<file path="config.mk">
export PLATFORM = sky130hd
export DESIGN_NAME = pll_mode_ctrl
export DESIGN_NICKNAME = d
export VERILOG_FILES = /design/src/rtl/pllmode_pkg.sv /design/src/rtl/pllmode_fsm.sv /design/src/rtl/pllmode_history.sv /design/src/rtl/pllmode_bw.sv /design/src/rtl/pll_mode_ctrl.sv
export SDC_FILE = /design/constraint.sdc
export NUM_CORES = 1
export LEC_CHECK = 0
export ABC_AREA = 1
export ABC_CLOCK_PERIOD_IN_PS = 2900
export BUFFER_PORTS_ARGS = -buffer_cell sky130_fd_sc_hd__buf_2
export CORE_ASPECT_RATIO = 1.75
export CORE_MARGIN = 4
export CORE_UTILIZATION = 59
export CTS_CLUSTER_SIZE = 28
export DETAILED_ROUTE_END_ITERATION = 10
export HOLD_SLACK_MARGIN = 0.02
export PLACE_DENSITY = 0.95
export RECOVER_POWER = 100
export SLEW_MARGIN = 40
export SYNTH_ARGS = -nofsm -noshare
export SYNTH_HDL_FRONTEND = slang
export SYNTH_HIERARCHICAL = 1
export SYNTH_SLANG_ARGS = --single-unit
</file>
<file path="constraint.sdc">
create_clock -name clk -period 2.9 [get_ports clk]
set_clock_uncertainty 0.05 [all_clocks]
set_input_delay 0.435 -clock clk [delete_from_list [all_inputs] [get_ports clk]]
set_output_delay 0.435 -clock clk [all_outputs]
set_load 0.01 [all_outputs]
</file>
<file path="src/rtl/pllmode_pkg.sv">
package pllmode_pkg;

    typedef enum logic [1:0] {
        MODE_FREE   = 2'd0,
        MODE_LOCKED = 2'd1,
        MODE_HOLD   = 2'd2
    } pll_mode_e;

    typedef enum logic [1:0] {
        BW_18HZ = 2'd0,
        BW_35HZ = 2'd1,
        BW_70HZ = 2'd2,
        BW_RSVD = 2'd3
    } bw_sel_e;

    typedef struct packed {
        logic ref_ok;
        logic loop_locked;
    } loop_status_t;

    typedef struct packed {
        logic    use_lock;
        bw_sel_e code;
    } bw_out_t;

    function automatic bw_sel_e bw_sanitize(input logic [1:0] raw);
        bw_sel_e res;
        if (raw == 2'd3) res = BW_18HZ;
        else             res = bw_sel_e'(raw);
        return res;
    endfunction

endpackage

</file>
<file path="src/rtl/pllmode_fsm.sv">
module pllmode_fsm
    import pllmode_pkg::*;
(
    input  logic         clk,
    input  logic         rst,
    input  loop_status_t status,
    input  logic         revert_en,
    input  logic         accept_stb,
    output pll_mode_e    mode
);

    pll_mode_e mode_nx;

    always_comb begin
        mode_nx = mode;
        unique case (mode)
            MODE_FREE: begin
                if (status.ref_ok && status.loop_locked) mode_nx = MODE_LOCKED;
            end
            MODE_LOCKED: begin
                if (!status.ref_ok) mode_nx = MODE_HOLD;
            end
            MODE_HOLD: begin
                if (status.ref_ok && (revert_en || accept_stb)) mode_nx = MODE_LOCKED;
            end
            default: mode_nx = MODE_FREE;
        endcase
    end

    always_ff @(posedge clk) begin
        if (rst) mode <= MODE_FREE;
        else     mode <= mode_nx;
    end

    AST_FAIL_TO_HOLD: assert property (@(posedge clk) disable iff (rst)
        (mode == MODE_LOCKED && !status.ref_ok) |=> (mode == MODE_HOLD));

    AST_FREE_NEVER_HOLD: assert property (@(posedge clk) disable iff (rst)
        (mode == MODE_FREE) |=> (mode != MODE_HOLD));

    AST_NONREV_WAITS: assert property (@(posedge clk) disable iff (rst)
        (mode == MODE_HOLD && !revert_en && !accept_stb) |=> (mode == MODE_HOLD));

    AST_REVERT_RELOCK: assert property (@(posedge clk) disable iff (rst)
        (mode == MODE_HOLD && revert_en && status.ref_ok) |=> (mode == MODE_LOCKED));

endmodule

</file>
<file path="src/rtl/pllmode_history.sv">
module pllmode_history #(
    parameter int FREQ_W     = 32,
    parameter int QUAL_TICKS = 4
) (
    input  logic              clk,
    input  logic              rst,
    input  logic              qual,
    input  logic              tick,
    input  logic [FREQ_W-1:0] loop_freq,
    output logic [FREQ_W-1:0] hist_word,
    output logic              hist_valid
);

    localparam int                CNT_W  = $clog2(QUAL_TICKS + 1);
    localparam logic [CNT_W-1:0]  QUAL_C = CNT_W'(QUAL_TICKS);

    logic [CNT_W-1:0]  run_cnt;
    logic [CNT_W:0]    run_now;
    logic [FREQ_W-1:0] cand_word;
    logic              cand_valid;

    assign run_now = {1'b0, run_cnt} + (CNT_W+1)'(1);

    always_ff @(posedge clk) begin
        if (rst) begin
            run_cnt    <= '0;
            cand_word  <= '0;
            cand_valid <= 1'b0;
            hist_word  <= '0;
            hist_valid <= 1'b0;
        end else if (!qual) begin
            run_cnt    <= '0;
            cand_valid <= 1'b0;
        end else if (tick) begin
            if (run_cnt < QUAL_C) run_cnt <= run_cnt + CNT_W'(1);
            if (run_now >= {1'b0, QUAL_C}) begin
                cand_word  <= loop_freq;
                cand_valid <= 1'b1;
                if (cand_valid) begin
                    hist_word  <= cand_word;
                    hist_valid <= 1'b1;
                end
            end
        end
    end

    AST_HIST_QUIET_NO_TICK: assert property (@(posedge clk) disable iff (rst)
        !tick |=> $stable(hist_word));

    AST_HIST_QUIET_UNQUAL: assert property (@(posedge clk) disable iff (rst)
        !qual |=> $stable(hist_word));

    AST_HIST_STICKY: assert property (@(posedge clk) disable iff (rst)
        hist_valid |=> hist_valid);

endmodule

</file>
<file path="src/rtl/pllmode_bw.sv">
module pllmode_bw
    import pllmode_pkg::*;
(
    input  pll_mode_e  mode,
    input  logic       force_lock,
    input  logic [1:0] lock_sel,
    input  logic [1:0] acq_sel,
    output bw_out_t    bw
);

    always_comb begin
        bw.use_lock = force_lock || (mode == MODE_LOCKED);
        bw.code     = bw.use_lock ? bw_sanitize(lock_sel) : bw_sanitize(acq_sel);
    end

    always_comb begin
        AST_BW_NO_RSVD: assert (bw.code != BW_RSVD);
    end

endmodule

</file>
<file path="src/rtl/pll_mode_ctrl.sv">
module pll_mode_ctrl
    import pllmode_pkg::*;
#(
    parameter int                FREQ_W       = 32,
    parameter int                QUAL_TICKS   = 4,
    parameter logic [FREQ_W-1:0] NOMINAL_FREQ = {1'b1, {(FREQ_W-1){1'b0}}}
) (
    input  logic              clk,
    input  logic              rst,
    input  logic              ref_ok,
    input  logic              loop_locked,
    input  logic              tick,
    input  logic [FREQ_W-1:0] loop_freq,
    input  logic              revert_en,
    input  logic              accept_stb,
    input  logic              force_lock_bw,
    input  logic [1:0]        bw_lock_sel,
    input  logic [1:0]        bw_acq_sel,
    output logic [1:0]        mode,
    output logic              use_lock_bw,
    output logic [1:0]        bw_code,
    output logic [FREQ_W-1:0] osc_freq
);

    loop_status_t      status;
    pll_mode_e         cur_mode;
    logic              qual;
    logic [FREQ_W-1:0] hist_word;
    logic              hist_valid;
    bw_out_t           bw;

    assign status = '{ref_ok: ref_ok, loop_locked: loop_locked};
    assign qual   = (cur_mode == MODE_LOCKED) && ref_ok && loop_locked;

    pllmode_fsm u_fsm (
        .clk        (clk),
        .rst        (rst),
        .status     (status),
        .revert_en  (revert_en),
        .accept_stb (accept_stb),
        .mode       (cur_mode)
    );

    pllmode_history #(
        .FREQ_W     (FREQ_W),
        .QUAL_TICKS (QUAL_TICKS)
    ) u_hist (
        .clk        (clk),
        .rst        (rst),
        .qual       (qual),
        .tick       (tick),
        .loop_freq  (loop_freq),
        .hist_word  (hist_word),
        .hist_valid (hist_valid)
    );

    pllmode_bw u_bw (
        .mode       (cur_mode),
        .force_lock (force_lock_bw),
        .lock_sel   (bw_lock_sel),
        .acq_sel    (bw_acq_sel),
        .bw         (bw)
    );

    always_comb begin
        unique case (cur_mode)
            MODE_LOCKED: osc_freq = loop_freq;
            MODE_HOLD:   osc_freq = hist_valid ? hist_word : NOMINAL_FREQ;
            default:     osc_freq = NOMINAL_FREQ;
        endcase
    end

    assign mode        = cur_mode;
    assign use_lock_bw = bw.use_lock;
    assign bw_code     = bw.code;

    AST_HOLD_WORD_STEADY: assert property (@(posedge clk) disable iff (rst)
        (cur_mode == MODE_HOLD && $past(cur_mode) == MODE_HOLD) |-> $stable(osc_freq));

    AST_LOCKED_USES_LOCK_BW: assert property (@(posedge clk) disable iff (rst)
        (cur_mode == MODE_LOCKED) |-> use_lock_bw);

    AST_HOLD_EMPTY_NOMINAL: assert property (@(posedge clk) disable iff (rst)
        (cur_mode == MODE_HOLD && !hist_valid) |-> (osc_freq == NOMINAL_FREQ));

endmodule

</file>
==> metrics.csv, run 1 <==
stage,metric,value,unit
run_status,status,"finished, final reports clean",
placement,placed_cells,725,
yosys,synth_area,3844,sq um
sta,hold_viol_final,0,
setup_path,cpPeakStageDelay,450,ps
detailed_routing,firstDrtPassIters,5,
yosys,ys_ff_latch,71,
power,p_int,1.535,mW
clock_tree,clock-sinks,71,
clock_tree,cts_buffer_depth,2,
global_route,grt_use_total,0.2445,
power,p_sw_frac,0.2339,
setup_path,critPathCaptureType,output pin,
clock_tree,cts_buffers,9,
power,power_frac_seq,0.488,
detailed_routing,drc,0,
layout,antenna_cells,0,
job,drv_cap,0,
setup_path,path_delay_family,buffers and inverters,
die,core-area,6276,sq um
layout,final_common_cell,nand2_1,
power,pwr-share-comb,0.076,
die,dieArea,7921,sq um
global_route,grt_max_degree,38,
placement,hpwl,6.453,mm
clock_tree,root_buffer,clkbuf_8,
setup_path,critPathBufInv,2,
setup_path,crit_path_max_fanout,19,
setup_path,arrival,2060,ps
setup_path,critPathRequiredTime,2410,ps
layout,instances_no_fill,741,
clock_tree,clock_latency,350,ps
detailed_routing,drt_iter0_markers,261,
sta,setup_viol,0,
die,dieWidth,69.02,microns
power,max-vdd-ir-drop,403.8,uV
yosys,syn_nets,645,
placement,portBuffers,80,
yosys,seq_area_frac_synth,0.3698,
detailed_routing,antenna_left,0,
layout,syn_to_final_growth,12.50,%
clock_tree,hold_buffers,0,
sta,holdWs,309.2,ps
clock_tree,cts_resized,0,
setup_path,critPathKind,flip-flop to output pin,
sta,report.final.slew_viol_count,0,
sta,worst_pin_slew,814.4,ps
yosys,yosysUniqueCellTypes,23,
clock_tree,htreeDepth,3,
die,row_count,38,
detailed_routing,wl_per_cell,13.17,microns
global_route,grt_overflow_total,0,
yosys,yosysWarnings,6,
sta,rsz0062_at_grt,no,
global_route,antenna_found_initial,0,
die,ioPinCount,81,
global_route,first_global_vias,3849,
placement,gp_congestion,0.7950,
yosys,syn_inst,598,
detailed_routing,via_count,3991,
hold_path,hp-class,input pin to flip-flop,
sta,fin_crit,2540,ps
yosys,avgSynthCellArea,6.428,sq um
power,power.net_switching,0.4688,mW
detailed_routing,avgViaCountPerCell,5.386,
power,p_clk_frac,0.436,
sta,fin_crit_sh,0.8760,
sta,tns,0,ps
setup_path,slowest_stage,ha_2,
sta,fmax,393.7,MHz
die,die_y,114.8,microns
setup_path,start_kind,flip-flop,
layout,finalNetCount,703,
global_route,grt_pass1_wl,15.95,mm
layout,final_layout_size_suffix_gt1_frac,0.1286,
power,power_leakage,1.707,nW
layout,final_cell_mix,"148 x nand2_1, 112 x inv_1, 71 x dfxtp_1",
clock_tree,postCtsSetupRepairBufs,0,
clock_tree,clk_pin_slew,80,ps
power,power_density,463.4,nW/um^2
sta,relSlewSlack,0.4554,
die,start_util,0.6124,
detailed_routing,routed_wl,9.760,mm
clock_tree,cts_tree,yes,
setup_path,cp_cell_sequence,"ha_2, clkbuf_2, nand3_1, a21oi_1, clkbuf_1",
layout make-up:
class	count	area, sq um
fill	543	1952
multi-input combinational	369	1715
sequential	71	1421
timing repair buffer	91	436.7
inverter	114	427.9
clock buffer	11	141.4
tap	80	100.1
clock inverter	5	81.33
power by group through the flow:
stage / clock (mW) / combinational, mW / sequential (mW)
after floorplan: 0 / 0.0890 / 1.00
after global placement: 0 / 0.151 / 1.00
after detailed placement: 0 / 0.155 / 1.00
after CTS: 0.878 / 0.156 / 0.978
after global routing: 0.935 / 0.170 / 0.978
final: 0.873 / 0.153 / 0.978
logic make-up (layout without fill, tap and decap cells):
kind of cell               count (synthesis)  after routing  synth area share
xor gates and xnor gates                   1              1          0.002279
buffers and inverters                    158            221            0.1810
and+or+nand+nor                          294            294            0.3379
AOI/OAI and AO/OA                         71             71           0.09928
DFF                                       71             71            0.3698
adders and majority gates                  3              3          0.009767
per-layer routing:
layer | vias to the layer above | global-route usage | routed length (microns) | part of all wire
met5 | - | 0 | 0 | 0
met3 | 22 | 0.03937 | 560 | 0.057
met4 | 0 | 0.1630 | 282 | 0.029
li1 | 1975 | - | - | -
met1 | 1845 | 0.2482 | 3546 | 0.36
met2 | 149 | 0.4547 | 5372 | 0.55
sequential cells by signal, summed over array words and instances, names as in the netlist:
name / count
u_fsm/mode: 2
u_hist/cand_valid: 1
u_hist/cand_word: 32
u_hist/hist_valid: 1
u_hist/hist_word: 32
u_hist/run_cnt: 3
cell usage after synthesis, drive strengths merged:
library cell,instances,share of area
nand3b,1,0.0020
nand3,68,0.090
dfxtp,71,0.37
buf,39,0.065
xor2,1,0.0023
clkbuf,5,0.0049
o21ai,2,0.0026
nand4,33,0.055
nor2,42,0.042
and3,1,0.0016
nand2,149,0.15
inv,114,0.11
a21oi,69,0.097
ha,3,0.0098
final timing paths:
| kind | depth (start not counted) | slack [ps] | from | endpoint |
|---|---|---|---|---|
| hold / removal | 3 | 310 | loop_freq[19] | u_hist/cand_word[19] |
| hold reg to reg | 2 | 410 | u_hist/cand_word[16] | u_hist/cand_word[16] |
| setup / recovery | 5 | 360 | u_fsm/mode[1] | osc_freq[0] |
| setup reg to reg | 9 | 410 | u_fsm/mode[0] | u_hist/hist_word[8] |
metrics by stage:
step                      area [sq um]    util  power (mW)  worst slack, ps
after global placement            4159  0.6627       1.151            545.6
after detailed placement          4161  0.6631       1.157            652.7
after CTS                         4384  0.6986       2.013            423.6
final                             4324  0.6890       2.004            359.7
after global routing              4324  0.6890       2.083            176.5
after floorplan                   3844       -       1.090             1121
worst reg2reg max path, stage by stage, from the launching register on:
cell and delay (ps):
dfxtp_1 430, ha_1 200, and3_1 190, nand2_1 60
inv_1 90, nand4_1 650, clkbuf_2 490, nand2_1 130
inv_1 50, nor2_1 90
(Power assumes the default switching activity.)
==> inputs of run 2 (changes only) <==
--- a/config.mk
+++ b/config.mk
@@ -6,15 +6,16 @@
 export NUM_CORES = 1
 export LEC_CHECK = 0
 export ABC_AREA = 1
-export ABC_CLOCK_PERIOD_IN_PS = 2900
+export ABC_CLOCK_PERIOD_IN_PS = 2800
 export BUFFER_PORTS_ARGS = -buffer_cell sky130_fd_sc_hd__buf_2
 export CORE_ASPECT_RATIO = 1.75
 export CORE_MARGIN = 4
-export CORE_UTILIZATION = 59
+export CORE_UTILIZATION = 55
 export CTS_CLUSTER_SIZE = 28
 export DETAILED_ROUTE_END_ITERATION = 10
+export GPL_ROUTABILITY_DRIVEN = 0
 export HOLD_SLACK_MARGIN = 0.02
-export PLACE_DENSITY = 0.95
+export PLACE_DENSITY = 0.9
 export RECOVER_POWER = 100
 export SLEW_MARGIN = 40
 export SYNTH_ARGS = -nofsm -noshare
==> constraint.sdc (replaced) <==
create_clock -name clk -period 2.8 [get_ports clk]
set_clock_uncertainty 0.05 [all_clocks]
set_input_delay 0.42 -clock clk [delete_from_list [all_inputs] [get_ports clk]]
set_output_delay 0.42 -clock clk [all_outputs]
set_load 0.01 [all_outputs]
==> run 2 against run 1 <==
Effect of this change:
- first-iteration DRC count grew 49%
- sequential power barely moved
- via count down 1.3%
- sequential share of layout area is 0.79 points lower
- non-clock buffer count stayed put
- die area increased by 6.6%
- flip-flop and latch count stayed put
- combinational power up 5%
- wire length increased by 0.49%
- largest cell class unchanged
- largest power group is now clock
- highest routed layer unchanged
==> metrics.csv, run 2 (same netlist as run 1, synthesis figures left out) <==
stage,metric,value,unit
run_status,status,"finished, final reports clean",
setup_path,arrival,2150,ps
detailed_routing,via_count,3940,
detailed_routing,antenna_left,0,
global_route,grt_pass1_wl,16.33,mm
setup_path,critPathCaptureType,output pin,
clock_tree,cts_buffers,9,
global_route,grt_overflow_total,0,
power,power_frac_seq,0.422,
power,power_density,543.1,nW/um^2
clock_tree,root_buffer,clkbuf_16,
sta,fin_crit,2620,ps
power,power_leakage,1.762,nW
layout,finalInstanceArea,4431,sq um
setup_path,critPathRequiredTime,2330,ps
global_route,grt_util_met1,0.2424,
global_route,first_global_vias,3882,
die,dieArea,8443,sq um
die,row_count,40,
global_route,grt_use_met2,0.4297,
die,core-area,6857,sq um
layout,fillers,613,
sta,fmax,381.7,MHz
detailed_routing,firstDrtPassIters,5,
power,p_int,1.894,mW
sta,worst_pin_slew,1400,ps
layout,final_cell_mix,"149 x nand2_1, 111 x inv_1, 71 x dfxtp_1",
placement,hpwl,6.630,mm
layout,final_layout_size_suffix_gt1_frac,0.1316,
placement,dpl_cell_area,4164,sq um
die,start_util,0.5606,
sta,hold_viol_final,0,
die,die_y,118.6,microns
sta,tns,0,ps
detailed_routing,drt_iter0_markers,388,
layout,final_common_cell,nand2_1,
layout,syn_to_final_growth,15.27,%
layout,finalNetCount,703,
layout,seqCellArea,1421,sq um
layout,multi_input_area,1705,sq um
sta,fin_crit_sh,0.9357,
detailed_routing,wl_per_cell,13.17,microns
placement,portBuffers,80,
setup_path,critPathKind,flip-flop to output pin,
hold_path,hp-class,input pin to flip-flop,
global_route,grt_max_degree,47,
clock_tree,clock-sinks,71,
clock_tree,htreeDepth,3,
sta,setup_viol,0,
global_route,met3_usage,0.05787,
setup_path,crit_path_max_fanout,18,
clock_tree,cts_buffer_depth,2,
die,dieWidth,71.20,microns
layout,final_util,0.6462,
power,power.net_switching,0.5121,mW
die,ioPinCount,81,
power,max-vdd-ir-drop,429.8,uV
sta,relSlewSlack,0.06645,
detailed_routing,drc,0,
clock_tree,cts_resized,0,
global_route,grt-busiest-layer,met2,
power,pwr-share-comb,0.066,
clock_tree,clock_latency,340,ps
clock_tree,clk_pin_slew,50,ps
layout,reg.largest.list,"u_hist/cand_word (32), u_hist/hist_word (32), u_hist/run_cnt (3)",
clock_tree,postCtsSetupRepairBufs,0,
global_route,grt_use_total,0.2373,
global_route,antenna_found_initial,0,
sta,rsz0062_at_grt,no,
power,p_sw_frac,0.2128,
detailed_routing,avgViaCountPerCell,5.289,
sta,report.final.slew_viol_count,0,
clock_tree,hold_buffers,0,
layout,antenna_cells,0,
power,p_clk_frac,0.512,
clock_tree,cts_tree,yes,
detailed_routing,routed_wl,9.808,mm
job,drv_cap,0,
setup_path,start_kind,flip-flop,
## run 2: changes by cell type in the layout (fill, tap and decap cells not counted), sizes merged
cell,before,now
clkinv,2,1
buf,56,55
clkinvlp,1,0
clkbuf,46,49
## run 2: metrics by stage
| stage | hold WS, ps | total power, mW | setup slack (ps) | instances |
|---|---|---|---|---|
| CTS | 309.9 | 2.426 | 176.7 | 745 |
| finish | 319.1 | 2.406 | 180.0 | 745 |
| detailed placement | 402.2 | 1.199 | 542.6 | 729 |
| global placement | 398.0 | 1.194 | 566.3 | 729 |
| floorplan | 389.2 | 1.129 | 1036 | 598 |
| global route | 315.1 | 2.488 | 15.31 | 745 |
## run 2: worst max-delay path: stages, from the launching register on
cell      delay [ps]
dfxtp_1          360
inv_1             80
ha_1             560
buf_4            330
nand3_1          110
a21oi_1          190
clkbuf_1         180
## run 2: layout make-up
cell class | instances | area share
Clock buffer | 13 | 0.05874
Timing Repair Buffer | 91 | 0.1005
Clock inverter | 3 | 0.01469
Multi-Input combinational cell | 369 | 0.3849
Sequential cell | 71 | 0.3208
Inverter | 114 | 0.09658
Tap cell | 84 | 0.02372
## run 2: path summary, 6_finish.rpt
kind | from | to | slack, ps | cells past startpoint
hold / removal | loop_freq[10] | u_hist/cand_word[10] | 320 | 3
setup / recovery | u_fsm/mode[0] | osc_freq[8] | 180 | 6
setup reg to reg | u_hist/run_cnt[0] | u_hist/hist_word[3] | 300 | 7
hold reg to reg | u_hist/cand_word[10] | u_hist/cand_word[10] | 410 | 2
## run 2: power by group through the flow
| stage | sequential (mW) | clock, mW | combinational [mW] |
|---|---|---|---|
| after floorplan | 1.04 | 0 | 0.0922 |
| after global routing | 1.01 | 1.30 | 0.177 |
| after detailed placement | 1.04 | 0 | 0.162 |
| after CTS | 1.02 | 1.25 | 0.163 |
| after global placement | 1.04 | 0 | 0.157 |
| final | 1.01 | 1.23 | 0.160 |
## run 2: metal layers
metal | vias to the layer above | wire [microns] | share of wire
met1 | 1795 | 3601 | 0.37
li1 | 1974 | - | -
met5 | - | 0 | 0
met4 | 0 | 323 | 0.033
met2 | 144 | 5248 | 0.54
met3 | 27 | 635 | 0.065
==> inputs of run 3 (changes only) <==
==> constraint.sdc (replaced) <==
create_clock -name clk -period 2.8 [get_ports clk]
set_clock_uncertainty 0.05 [all_clocks]
set_input_delay 0.42 -clock clk [delete_from_list [all_inputs] [get_ports clk]]
set_output_delay 0.42 -clock clk [all_outputs]
set_load 0.02 [all_outputs]
==> run 3 against run 2 <==
Effect of this change:
- first-iteration DRC count is 8.5% lower
- largest power group unchanged
- count of clock-buffer cells in the layout is 1 lower
- global-route usage is 0.83 points higher
- largest cell class unchanged
- highest routed layer unchanged
- flip-flop and latch count stayed put
==> metrics.csv, run 3 (same netlist as run 1, synthesis figures left out) <==
stage,metric,value,unit
run_status,status,"finished, final reports clean",
global_route,antenna_found_initial,0,
setup_path,critPathCaptureType,output pin,
die,die_y,118.6,microns
clock_tree,cts_resized,0,
clock_tree,htreeDepth,3,
setup_path,start_kind,flip-flop,
power,power_density,521.3,nW/um^2
sta,setup_viol,0,
sta,tns,0,ps
sta,relSlewSlack,0.5808,
sta,holdWs,322.2,ps
layout,final_layout_size_suffix_gt1_frac,0.1407,
clock_tree,cts_buffers,9,
sta,fin_crit,2542,ps
sta,rsz0062_at_grt,no,
detailed_routing,firstDrtPassIters,5,
sta,hold_viol_final,0,
placement,portBuffers,80,
die,dieWidth,71.20,microns
die,core-area,6857,sq um
hold_path,hp-class,input pin to flip-flop,
clock_tree,hold_buffers,0,
power,max-vdd-ir-drop,392.8,uV
clock_tree,clk_pin_slew,50,ps
layout,antenna_cells,0,
setup_path,critPathKind,flip-flop to output pin,
detailed_routing,drt_iter0_markers,355,
die,dieArea,8443,sq um
layout,fillers,595,
clock_tree,clock_latency,330,ps
detailed_routing,drc,0,
clock_tree,clock-sinks,71,
clock_tree,postCtsSetupRepairBufs,0,
detailed_routing,routed_wl,10.17,mm
setup_path,arrival,2070,ps
sta,fin_ws,257.9,ps
sta,report.final.slew_viol_count,0,
power,power_leakage,1.785,nW
setup_path,crit_path_max_fanout,18,
layout,multi_input_area,1724,sq um
die,row_count,40,
global_route,grt_pass1_wl,16.93,mm
layout,final_common_cell,nand2_1,
layout,finalNetCount,703,
layout,final_cell_mix,"147 x nand2_1, 111 x inv_1, 71 x dfxtp_1",
layout,final_util,0.6442,
clock_tree,root_buffer,clkbuf_16,
detailed_routing,avgViaCountPerCell,5.416,
global_route,grt_max_degree,47,
power,p_total,2.302,mW
sta,fin_crit_sh,0.9079,
layout,syn_to_final_growth,14.91,%
detailed_routing,wl_per_cell,13.65,microns
placement,pre_cts_ws,511.6,ps
placement,hpwl,6.761,mm
sta,fmax,393.4,MHz
global_route,grt_use_total,0.2456,
detailed_routing,antenna_left,0,
detailed_routing,via_count,4035,
die,start_util,0.5606,
global_route,first_global_vias,3996,
clock_tree,cts_tree,yes,
job,drv_cap,0,
die,ioPinCount,81,
global_route,grt_overflow_total,0,
setup_path,critPathRequiredTime,2330,ps
clock_tree,cts_buffer_depth,2,
sta,worst_pin_slew,626.6,ps
layout,reg.largest.list,"u_hist/cand_word (32), u_hist/hist_word (32), u_hist/run_cnt (3)",
layout,seqCellArea,1421,sq um
==> run 3: cell type report <==
| type | count | share of cell area |
|---|---|---|
| Clock buffer | 12 | 0.05581 |
| Clock inverter | 4 | 0.01020 |
| Inverter | 114 | 0.09688 |
| Multi-Input combinational cell | 369 | 0.3904 |
| Sequential cell | 71 | 0.3218 |
| Tap cell | 84 | 0.02380 |
| Timing Repair Buffer | 91 | 0.1011 |
==> run 3: worst paths after layout <==
kind	start	to	slack [ps]	cells past startpoint
setup / recovery	u_fsm/mode[0]	osc_freq[0]	260	6
hold reg to reg	u_hist/cand_word[13]	u_hist/cand_word[13]	410	2
hold / removal	tick	u_hist/run_cnt[2]	320	3
setup reg to reg	u_fsm/mode[0]	u_hist/hist_word[23]	470	9
==> run 3: power by group <==
part / switching (mW) / internal [mW]
Combinational: 0.117 / 0.0556
Clock: 0.406 / 0.709
Sequential: 0.00259 / 1.01
Total: 0.525 / 1.78
==> run 3: through the flow <==
step           instance area, sq um  instances
5_1_grt                        4417        745
3_5_place_dp                   4164        729
3_3_place_gp                   4164        729
4_1_cts                        4456        745
2_1_floorplan                  3844        598
6_report                       4417        745
==> run 3: critical path: stages (launching register included) <==
cell	delay [ps]
dfxtp_1	370
inv_1	90
ha_2	400
clkbuf_2	360
nand3_1	110
a21oi_1	150
clkbuf_1	250
==> run 3: metal layers <==
layer | vias to the layer above | routed length, microns | GRT usage
met1 | 1829 | 3652 | 0.2557
li1 | 1985 | - | -
met2 | 169 | 5348 | 0.4234
met3 | 52 | 608 | 0.03234
met4 | 0 | 562 | 0.1988
met5 | - | 0 | 0
